===== src/rtl/csterm_pkg.sv =====
package csterm_pkg;

  typedef enum logic [3:0] {
    ST_IDLE = 4'd0,
    ST_S0   = 4'd1,
    ST_S1   = 4'd2,
    ST_S2   = 4'd3,
    ST_W0   = 4'd4,
    ST_W1   = 4'd5,
    ST_S3   = 4'd6,
    ST_S4   = 4'd7,
    ST_S5   = 4'd8
  } busStateE;

  localparam logic [1:0] SEL_ADDR = 2'b01;
  localparam logic [1:0] SEL_DATA = 2'b10;

  localparam logic [1:0] ACK_WORD = 2'b00;
  localparam logic [1:0] ACK_BYTE = 2'b10;
  localparam logic [1:0] ACK_NONE = 2'b11;

  typedef struct packed {
    logic loadCfg;    // capture options at cycle start
    logic addrPhase;  // address strobe window
    logic dataPhase;  // write data strobe window
    logic fastCycle;  // fast termination in effect
    logic intAckOn;   // drive internal acknowledge
    logic capture;    // sample read data
  } ctlStrobesT;

endpackage


===== src/rtl/csterm_ctrl.sv =====
module csterm_ctrl
  import csterm_pkg::*;
#(
  parameter int WAIT_W = 4
) (
  input  logic              clk,
  input  logic              rstN,
  input  logic              startReq,
  input  logic [1:0]        extAckN,
  input  logic [WAIT_W-1:0] ackCodeQ,
  output ctlStrobesT        strobes,
  output busStateE          state
);

  localparam logic [WAIT_W-1:0] EXT_ONLY  = {WAIT_W{1'b1}};
  localparam logic [WAIT_W-1:0] FAST_CODE = EXT_ONLY - 1'b1;

  busStateE          stateNext;
  logic [WAIT_W-1:0] waitLeft;
  logic              intHit;
  logic              fastMode;
  logic              intMode;
  logic              extSeen;
  logic              intReady;
  logic              ackNow;
  logic              samplePoint;

  assign fastMode    = (ackCodeQ == FAST_CODE);
  assign intMode     = (ackCodeQ < FAST_CODE);
  assign extSeen     = (extAckN != ACK_NONE);
  assign intReady    = intMode && (waitLeft == '0);
  assign ackNow      = extSeen || intReady;
  assign samplePoint = (state == ST_S2) || (state == ST_W1);

  always_comb begin
    stateNext = state;
    unique case (state)
      ST_IDLE: if (startReq) stateNext = ST_S0;
      ST_S0:   stateNext = ST_S1;
      ST_S1:   stateNext = fastMode ? ST_S4 : ST_S2;
      ST_S2:   stateNext = ackNow ? ST_S3 : ST_W0;
      ST_W0:   stateNext = ST_W1;
      ST_W1:   stateNext = ackNow ? ST_S3 : ST_W0;
      ST_S3:   stateNext = ST_S4;
      ST_S4:   stateNext = ST_S5;
      ST_S5:   stateNext = ST_IDLE;
      default: stateNext = ST_IDLE;
    endcase
  end

  always_ff @(posedge clk or negedge rstN) begin
    if (!rstN) begin
      state    <= ST_IDLE;
      waitLeft <= '0;
      intHit   <= 1'b0;
    end else begin
      state <= stateNext;
      if (state == ST_S0) begin
        waitLeft <= ackCodeQ;
        intHit   <= 1'b0;
      end else if (state == ST_W0 && waitLeft != '0) begin
        waitLeft <= waitLeft - 1'b1;
      end
      if (samplePoint && ackNow) intHit <= intReady;
    end
  end

  always_comb begin
    strobes.loadCfg   = (state == ST_IDLE) && startReq;
    strobes.addrPhase = (state == ST_S1) || (state == ST_S2) ||
                        (state == ST_W0) || (state == ST_W1) ||
                        (state == ST_S3) || (state == ST_S4);
    strobes.dataPhase = (state == ST_S3) || (state == ST_S4);
    strobes.fastCycle = fastMode;
    strobes.intAckOn  = (fastMode && ((state == ST_S1) || (state == ST_S4))) ||
                        (intHit && strobes.dataPhase);
    strobes.capture   = (state == ST_S4);
  end

endmodule


===== src/rtl/csterm_dpath.sv =====
module csterm_dpath
  import csterm_pkg::*;
#(
  parameter int DATA_W = 16,
  parameter int WAIT_W = 4
) (
  input  logic              clk,
  input  logic              rstN,
  input  ctlStrobesT        strobes,
  input  logic              rdWr,
  input  logic              port16,
  input  logic [1:0]        strobeSel,
  input  logic [WAIT_W-1:0] ackCode,
  input  logic [1:0]        extAckN,
  input  logic [DATA_W-1:0] dataIn,
  output logic [WAIT_W-1:0] ackCodeQ,
  output logic              asN,
  output logic              dsN,
  output logic              csN,
  output logic [1:0]        dsackN,
  output logic [DATA_W-1:0] rdData
);

  logic       rdQ;
  logic       port16Q;
  logic [1:0] selQ;
  logic [1:0] intAckN;
  logic       dsActive;

  always_ff @(posedge clk or negedge rstN) begin
    if (!rstN) begin
      rdQ      <= 1'b0;
      port16Q  <= 1'b0;
      selQ     <= 2'b00;
      ackCodeQ <= '0;
    end else if (strobes.loadCfg) begin
      rdQ      <= rdWr;
      port16Q  <= port16;
      selQ     <= strobeSel;
      ackCodeQ <= ackCode;
    end
  end

  always_ff @(posedge clk or negedge rstN) begin
    if (!rstN) rdData <= '0;
    else if (strobes.capture && rdQ) rdData <= dataIn;
  end

  assign dsActive = rdQ ? strobes.addrPhase
                        : (strobes.dataPhase && !strobes.fastCycle);

  assign asN = !strobes.addrPhase;
  assign dsN = !dsActive;

  always_comb begin
    unique case (selQ)
      SEL_ADDR: csN = asN;
      SEL_DATA: csN = dsN;
      default:  csN = 1'b1;
    endcase
  end

  assign intAckN = !strobes.intAckOn ? ACK_NONE : (port16Q ? ACK_WORD : ACK_BYTE);
  assign dsackN  = intAckN & (asN ? ACK_NONE : extAckN);

endmodule


===== src/rtl/csterm_top.sv =====
module csterm_top
  import csterm_pkg::*;
#(
  parameter int DATA_W = 16,
  parameter int WAIT_W = 4
) (
  input  logic              clk,
  input  logic              rstN,
  input  logic              startReq,
  input  logic              rdWr,
  input  logic              port16,
  input  logic [1:0]        strobeSel,
  input  logic [WAIT_W-1:0] ackCode,
  input  logic [1:0]        extAckN,
  input  logic [DATA_W-1:0] dataIn,
  output logic              asN,
  output logic              dsN,
  output logic              csN,
  output logic [1:0]        dsackN,
  output logic [3:0]        busState,
  output logic              cycleDone,
  output logic [DATA_W-1:0] rdData
);

  ctlStrobesT        strobes;
  busStateE          state;
  logic [WAIT_W-1:0] ackCodeQ;

  csterm_ctrl #(.WAIT_W(WAIT_W)) ctrl (
    .clk(clk), .rstN(rstN), .startReq(startReq), .extAckN(extAckN),
    .ackCodeQ(ackCodeQ), .strobes(strobes), .state(state)
  );

  csterm_dpath #(.DATA_W(DATA_W), .WAIT_W(WAIT_W)) dpath (
    .clk(clk), .rstN(rstN), .strobes(strobes), .rdWr(rdWr), .port16(port16),
    .strobeSel(strobeSel), .ackCode(ackCode), .extAckN(extAckN), .dataIn(dataIn),
    .ackCodeQ(ackCodeQ), .asN(asN), .dsN(dsN), .csN(csN), .dsackN(dsackN),
    .rdData(rdData)
  );

  assign busState  = state;
  assign cycleDone = (state == ST_S5);

endmodule


===== config.mk =====
export PLATFORM = sky130hd
export DESIGN_NAME = csterm_top
export DESIGN_NICKNAME = d
export VERILOG_FILES = /design/src/rtl/csterm_pkg.sv /design/src/rtl/csterm_ctrl.sv /design/src/rtl/csterm_dpath.sv /design/src/rtl/csterm_top.sv
export SDC_FILE = /design/constraint.sdc
export NUM_CORES = 1
export LEC_CHECK = 0
export BUFFER_PORTS_ARGS = -buffer_cell sky130_fd_sc_hd__buf_2
export CAP_MARGIN = 20
export CORE_MARGIN = 1
export CORE_UTILIZATION = 53
export CTS_CLUSTER_DIAMETER = 80
export DETAILED_ROUTE_END_ITERATION = 10
export HOLD_SLACK_MARGIN = 0.08
export PLACE_DENSITY = 0.84
export SETUP_SLACK_MARGIN = 0.05
export SLEW_MARGIN = 20
export SYNTH_ARGS = -nofsm -noshare
export SYNTH_HDL_FRONTEND = slang
export SYNTH_HIERARCHICAL = 1
export SYNTH_SLANG_ARGS = --single-unit

===== constraint.sdc =====
create_clock -name clk -period 3.5 [get_ports clk]
set_clock_uncertainty 0.05 [all_clocks]
set_input_delay 0.525 -clock clk [delete_from_list [all_inputs] [get_ports clk]]
set_output_delay 0.525 -clock clk [all_outputs]
set_load 0.02 [all_outputs]

# Yosys cells after proc, flatten, opt, wreduce, memory -nomap -nowiden
# Cells that the tools add are included.
[totals] reg_bits=33 out_inout_bits=26 elab_cells=64
[classes] addsub=1 n_lt_le_gt_ge=1 eq_ne=13 muxes=13 bitwise_logic=1 n_reduce_logical=27
[ops] op="4-bit one-hot mux with 7 select lines" n=1
[ops] op="4-bit by 3-bit equality test with 1-bit output, second input constant" n=4
[ops] op="4-bit two-way mux" n=3
[ops] op="1-bit logical OR" n=10
[ops] op="4-bit by 2-bit equality test with 1-bit output, second input constant" n=2
[ops] op="4-bit equality test, second input constant" n=2
[ops] op="1-bit logical AND" n=8
[ops] op="4-bit zero test" n=2
[ops] op="2-bit two-way mux" n=4
[ops] op="4-bit by 1-bit equality test with 1-bit output, second input constant" n=1
[ops] op="4-bit less-than comparator, second input constant" n=1
[ops] op="2-bit inequality test, second input constant" n=2
[ops] op="2-bit nonzero test" n=2
[ops] op="4-bit nonzero test" n=1
[ops] op="4-bit by 1-bit subtractor with 4-bit output, second input constant" n=1
[ops] op="1-bit zero test" n=3
[ops] op="1-bit two-way mux" n=3
[ops] op="3-bit two-way mux" n=1
[ops] op="2-bit bitwise AND" n=1
[ops] op="2-bit by 1-bit equality test with 1-bit output, second input constant" n=1
[ops] op="2-bit equality test, second input constant" n=1
[ops] op="1-bit one-hot mux with 2 select lines" n=1
[ops] op="2-bit OR reduction" n=1

# Longest topological paths before layout
[logic_depth] ltp_word=9 depth_mapped=5 mapped_depth_nobuf=5

# By module
# Netlist, hierarchy kept.
[by_module_without_submodules] module="csterm_dpath" n_inst=1 cells_per_inst=67 area_per_inst_um2=1023.5
[by_module_without_submodules] module="csterm_ctrl" n_inst=1 cells_per_inst=66 area_per_inst_um2=570.5
[by_module_without_submodules] module="csterm_top" n_inst=1 cells_per_inst=1 area_per_inst_um2=15.0

# Worst setup path before layout
# No wires, ideal clock.
[synth_path] path_type="reg2out" start="register ctrl.state[2]" end="output dsackN[1]" arrival_time_ns=1.541 required_ns=2.925 path_slack_ns=1.384 stages_incl_launch_ff=6 path_buffers=1 cell_sequence="dfrtp_1 clkbuf_1 nor2_1 nor2_1 inv_1 a2bb2oi_1"
[synth_lines] item="start, declared" line="csterm_ctrl.sv:12" rtl="output busStateE state"
[synth_lines] item="start signal, assigned" line="csterm_ctrl.sv:57" rtl="state <= stateNext;"
[synth_lines] item="end, declared" line="csterm_top.sv:19" rtl="output logic [1:0] dsackN,"

==> summary.md <==
| Metric | Value |
|---|---|
| Netlist cell types | 39 |
| Clock tree buffer depth | 2 |
| Commonest non-fill, non-tap cells in the layout | 54 x buf_2, 33 x dfrtp_1, 12 x mux2_2 |
| Initial drt markers | 42 |
| Worst Path Class, Setup | reg -> out |
| Nets | ~220 |
| Initial Util | a little under three fifths |
| Cells after DPL | 213 |
| Warnings from Yosys | 6 |
| Layout cells sized above 1 | 47.4% |
| Main combinational cell family by area after synthesis | multiplexers |
| Crit path DAT | about 1800 ps |
| Xor/xnor share of the synthesized area | 1.09% |
| First-pass GRT wire length | 5030 um |
| Area delta synth->final | 20.4% |
| Compound-Gate Fraction of Synth Area | about a tenth |
| Syn_nets | roughly 170 |
| Avg Cell Area, Syn | around 12 um^2 |
| Largest net degree at the start of global routing | 34 |
| Mux share of post-synthesis cell area | approximately 18% |
| Detail Route Antenna Nets | 0 |
| Max Fclk | roughly 0.43 GHz |
| CTS tree | built |
| Worst vdd ir | 524 uV |
| Top fanout value on the critical path | 15 |
| Final period util | 67.1% |
| Min Clock Period, post-route | 2350 ps |
| Final setup violation count | 0 |
| H-tree depth | 2 |
| Reg clk slew, reported paths | ~100 ps |
| TritonCTS buffer count | 5 |
| Overall routing resource usage | 20.6% |
| Most common cell after layout, fill and taps aside | buf_2 |
| Die Area | between 0.003 and 0.004 mm^2 |
| Ys async rst share | 100% |
| Placeable Area | between 0.002 and 0.003 mm^2 |
| Via Count | about 1200 |
| Gr ovfl total | 0 |
| Failing checks | design-rule violations |
| Post_cts resized | 0 |
| Simple-Gate Fraction of Synth Area | approximately 12% |
| Number of port buffers | 54 |
| Final Max Slew Viols | 0 |
| PD cells | slightly below 1000 mW/mm^2 |
| Via density | about 5.5 |
| Initial antenna violation count | 0 |
| Critical Path Start Type | register |
| Slew @ Worst Pin | between 700 and 800 ps |
| Unrepaired setup endpoints after global routing | no |
| TritonRoute pass-1 iters | 7 |
| Seq/Total Area, Yosys | between 50% and 60% |
| # rows | 19 |
| Final hold violation count | 0 |
| Placer Congestion | 0.772 |
| DP HPWL | 2240 um |
| Worst Setup End Kind | output port |
| Worst Hold Class | in -> async |
| Fin Setup TNS | 0 ps |
| Post-synth EDFFs | 0 |
| Adder-cell share of the synthesized area | 2.33% |
| Seq cells post-synth | 33 |
| Post-CTS Repair Setup Buffers | 0 |
| Clock sink count | 33 |
| Status | finished with violations |
| Vias in the first global route | 1197 |
| Die extent in x | 57.1 um |
| ANT cells | 0 |
| Hold buffers post-CTS | 0 |
| Worst rel slew slack | a little over half |
| Drt wl/cell | roughly 14 um |
| Die height | between 50 and 60 um |
| Number of non-filler instances in the completed layout | approximately 220 |
| Fillers | 213 |
| Leakage | about 1 nW |
| Root buffer cell | clkbuf_4 |
| Post-Syn Area | ~0.0016 mm^2 |
| Max-cap violation count | 0 |
| Clock Latency Late Sink | between 300 and 400 ps |
| Post-Synthesis Cells | ~130 |
| Ys flop type | dfrtp_1 |
| Drt drc | 2 |
| Aggregate routed wire length | around 3000 um |
| Critical Path RT | 2920 ps |
| Num ports | 55 |
-- worst paths after layout --
check	from	endpoint	slack [ps]	depth (start not counted)
max	ctrl/state[2]	csN	1150	5
min	rstN	ctrl/state[0]	170	1
max reg2reg	ctrl/state[2]	ctrl/waitLeft[3]	1440	3
min reg2reg	dpath/rdData[10]	dpath/rdData[10]	460	1
max in group asynchronous	rstN	dpath/rdData[13]	2780	1
min in group clk	dataIn[11]	dpath/rdData[11]	360	2
-- power by group --
part / internal, mW / switching, mW / leakage [nW] / total, mW
Clock: 0.0763 / 0.126 / 0.0320 / 0.202
Sequential: 0.573 / 0.179 / 0.391 / 0.752
Combinational: 0.436 / 0.497 / 0.575 / 0.933
Total: 1.09 / 0.801 / 0.999 / 1.89
-- cell families after synthesis --
group | count (synthesis)
muxes | 22
DFF | 33
AOI/OAI and AO/OA | 24
and+or+nand+nor | 32
adders and majority gates | 3
buffers and inverters | 18
xor gates and xnor gates | 2
-- layout make-up --
cell class | instances | area (um^2) | share of cell area, %
sequential | 33 | 826 | 42.6
inverter | 11 | 41.3 | 2.13
tap | 31 | 38.8 | 2.00
multi-input combinational | 83 | 702 | 36.2
clock buffer | 6 | 41.3 | 2.13
clock inverter | 2 | 10.0 | 0.517
timing repair buffer | 55 | 278 | 14.3
-- stage by stage --
step / hold slack [ps] / total power, mW / utilization, % / cell area [um^2] / worst slack (ps)
6_report: 171 / 1.89 / 69.0 / 1940 / 1150
4_1_cts: 189 / 1.90 / 69.0 / 1940 / 1150
3_5_place_dp: 441 / 1.69 / 67.2 / 1890 / 1480
2_1_floorplan: 179 / 1.42 / - / 1610 / 1380
3_3_place_gp: 431 / 1.65 / 67.2 / 1890 / 1600
5_1_grt: 229 / 2.02 / 69.0 / 1940 / 1030
-- cells in the mapped netlist, types with 3 or more instances --
cell type | number | area (um^2)
mux2_2 | 12 | 135
nor2_1 | 8 | 30.0
a31oi_1 | 3 | 18.8
inv_1 | 11 | 41.3
nand2_1 | 4 | 15.0
dfrtp_1 | 33 | 826
a21oi_1 | 4 | 20.0
nor3b_1 | 3 | 22.5
clkbuf_1 | 3 | 11.3
o21ai_0 | 6 | 30.0
mux2_4 | 10 | 150
ha_1 | 3 | 37.5
-- registers in the layout, summed over array words and instances, names as in the netlist --
| register | flops |
|---|---|
| dpath/selQ | 2 |
| ctrl/intHit | 1 |
| ctrl/state | 4 |
| ctrl/waitLeft | 4 |
| dpath/port16Q | 1 |
| dpath/ackCodeQ | 4 |
| dpath/rdQ | 1 |
| dpath/rdData | 16 |
-- routing by layer --
layer	track usage [%]	part of all wire, %	up-vias
met5	0	0	-
met4	11.8	0.83	0
met3	4.76	6.3	4
met2	33.4	48	46
met1	25.4	45	573
li1	-	-	585
-- critical path, stage by stage (launching register included) --
cell and delay (ps):
dfrtp_1 610, nor2_1 110, nor2_1 260, a21bo_2 180
o221ai_1 90, buf_2 180
Power figures use the tool's default switching activity.
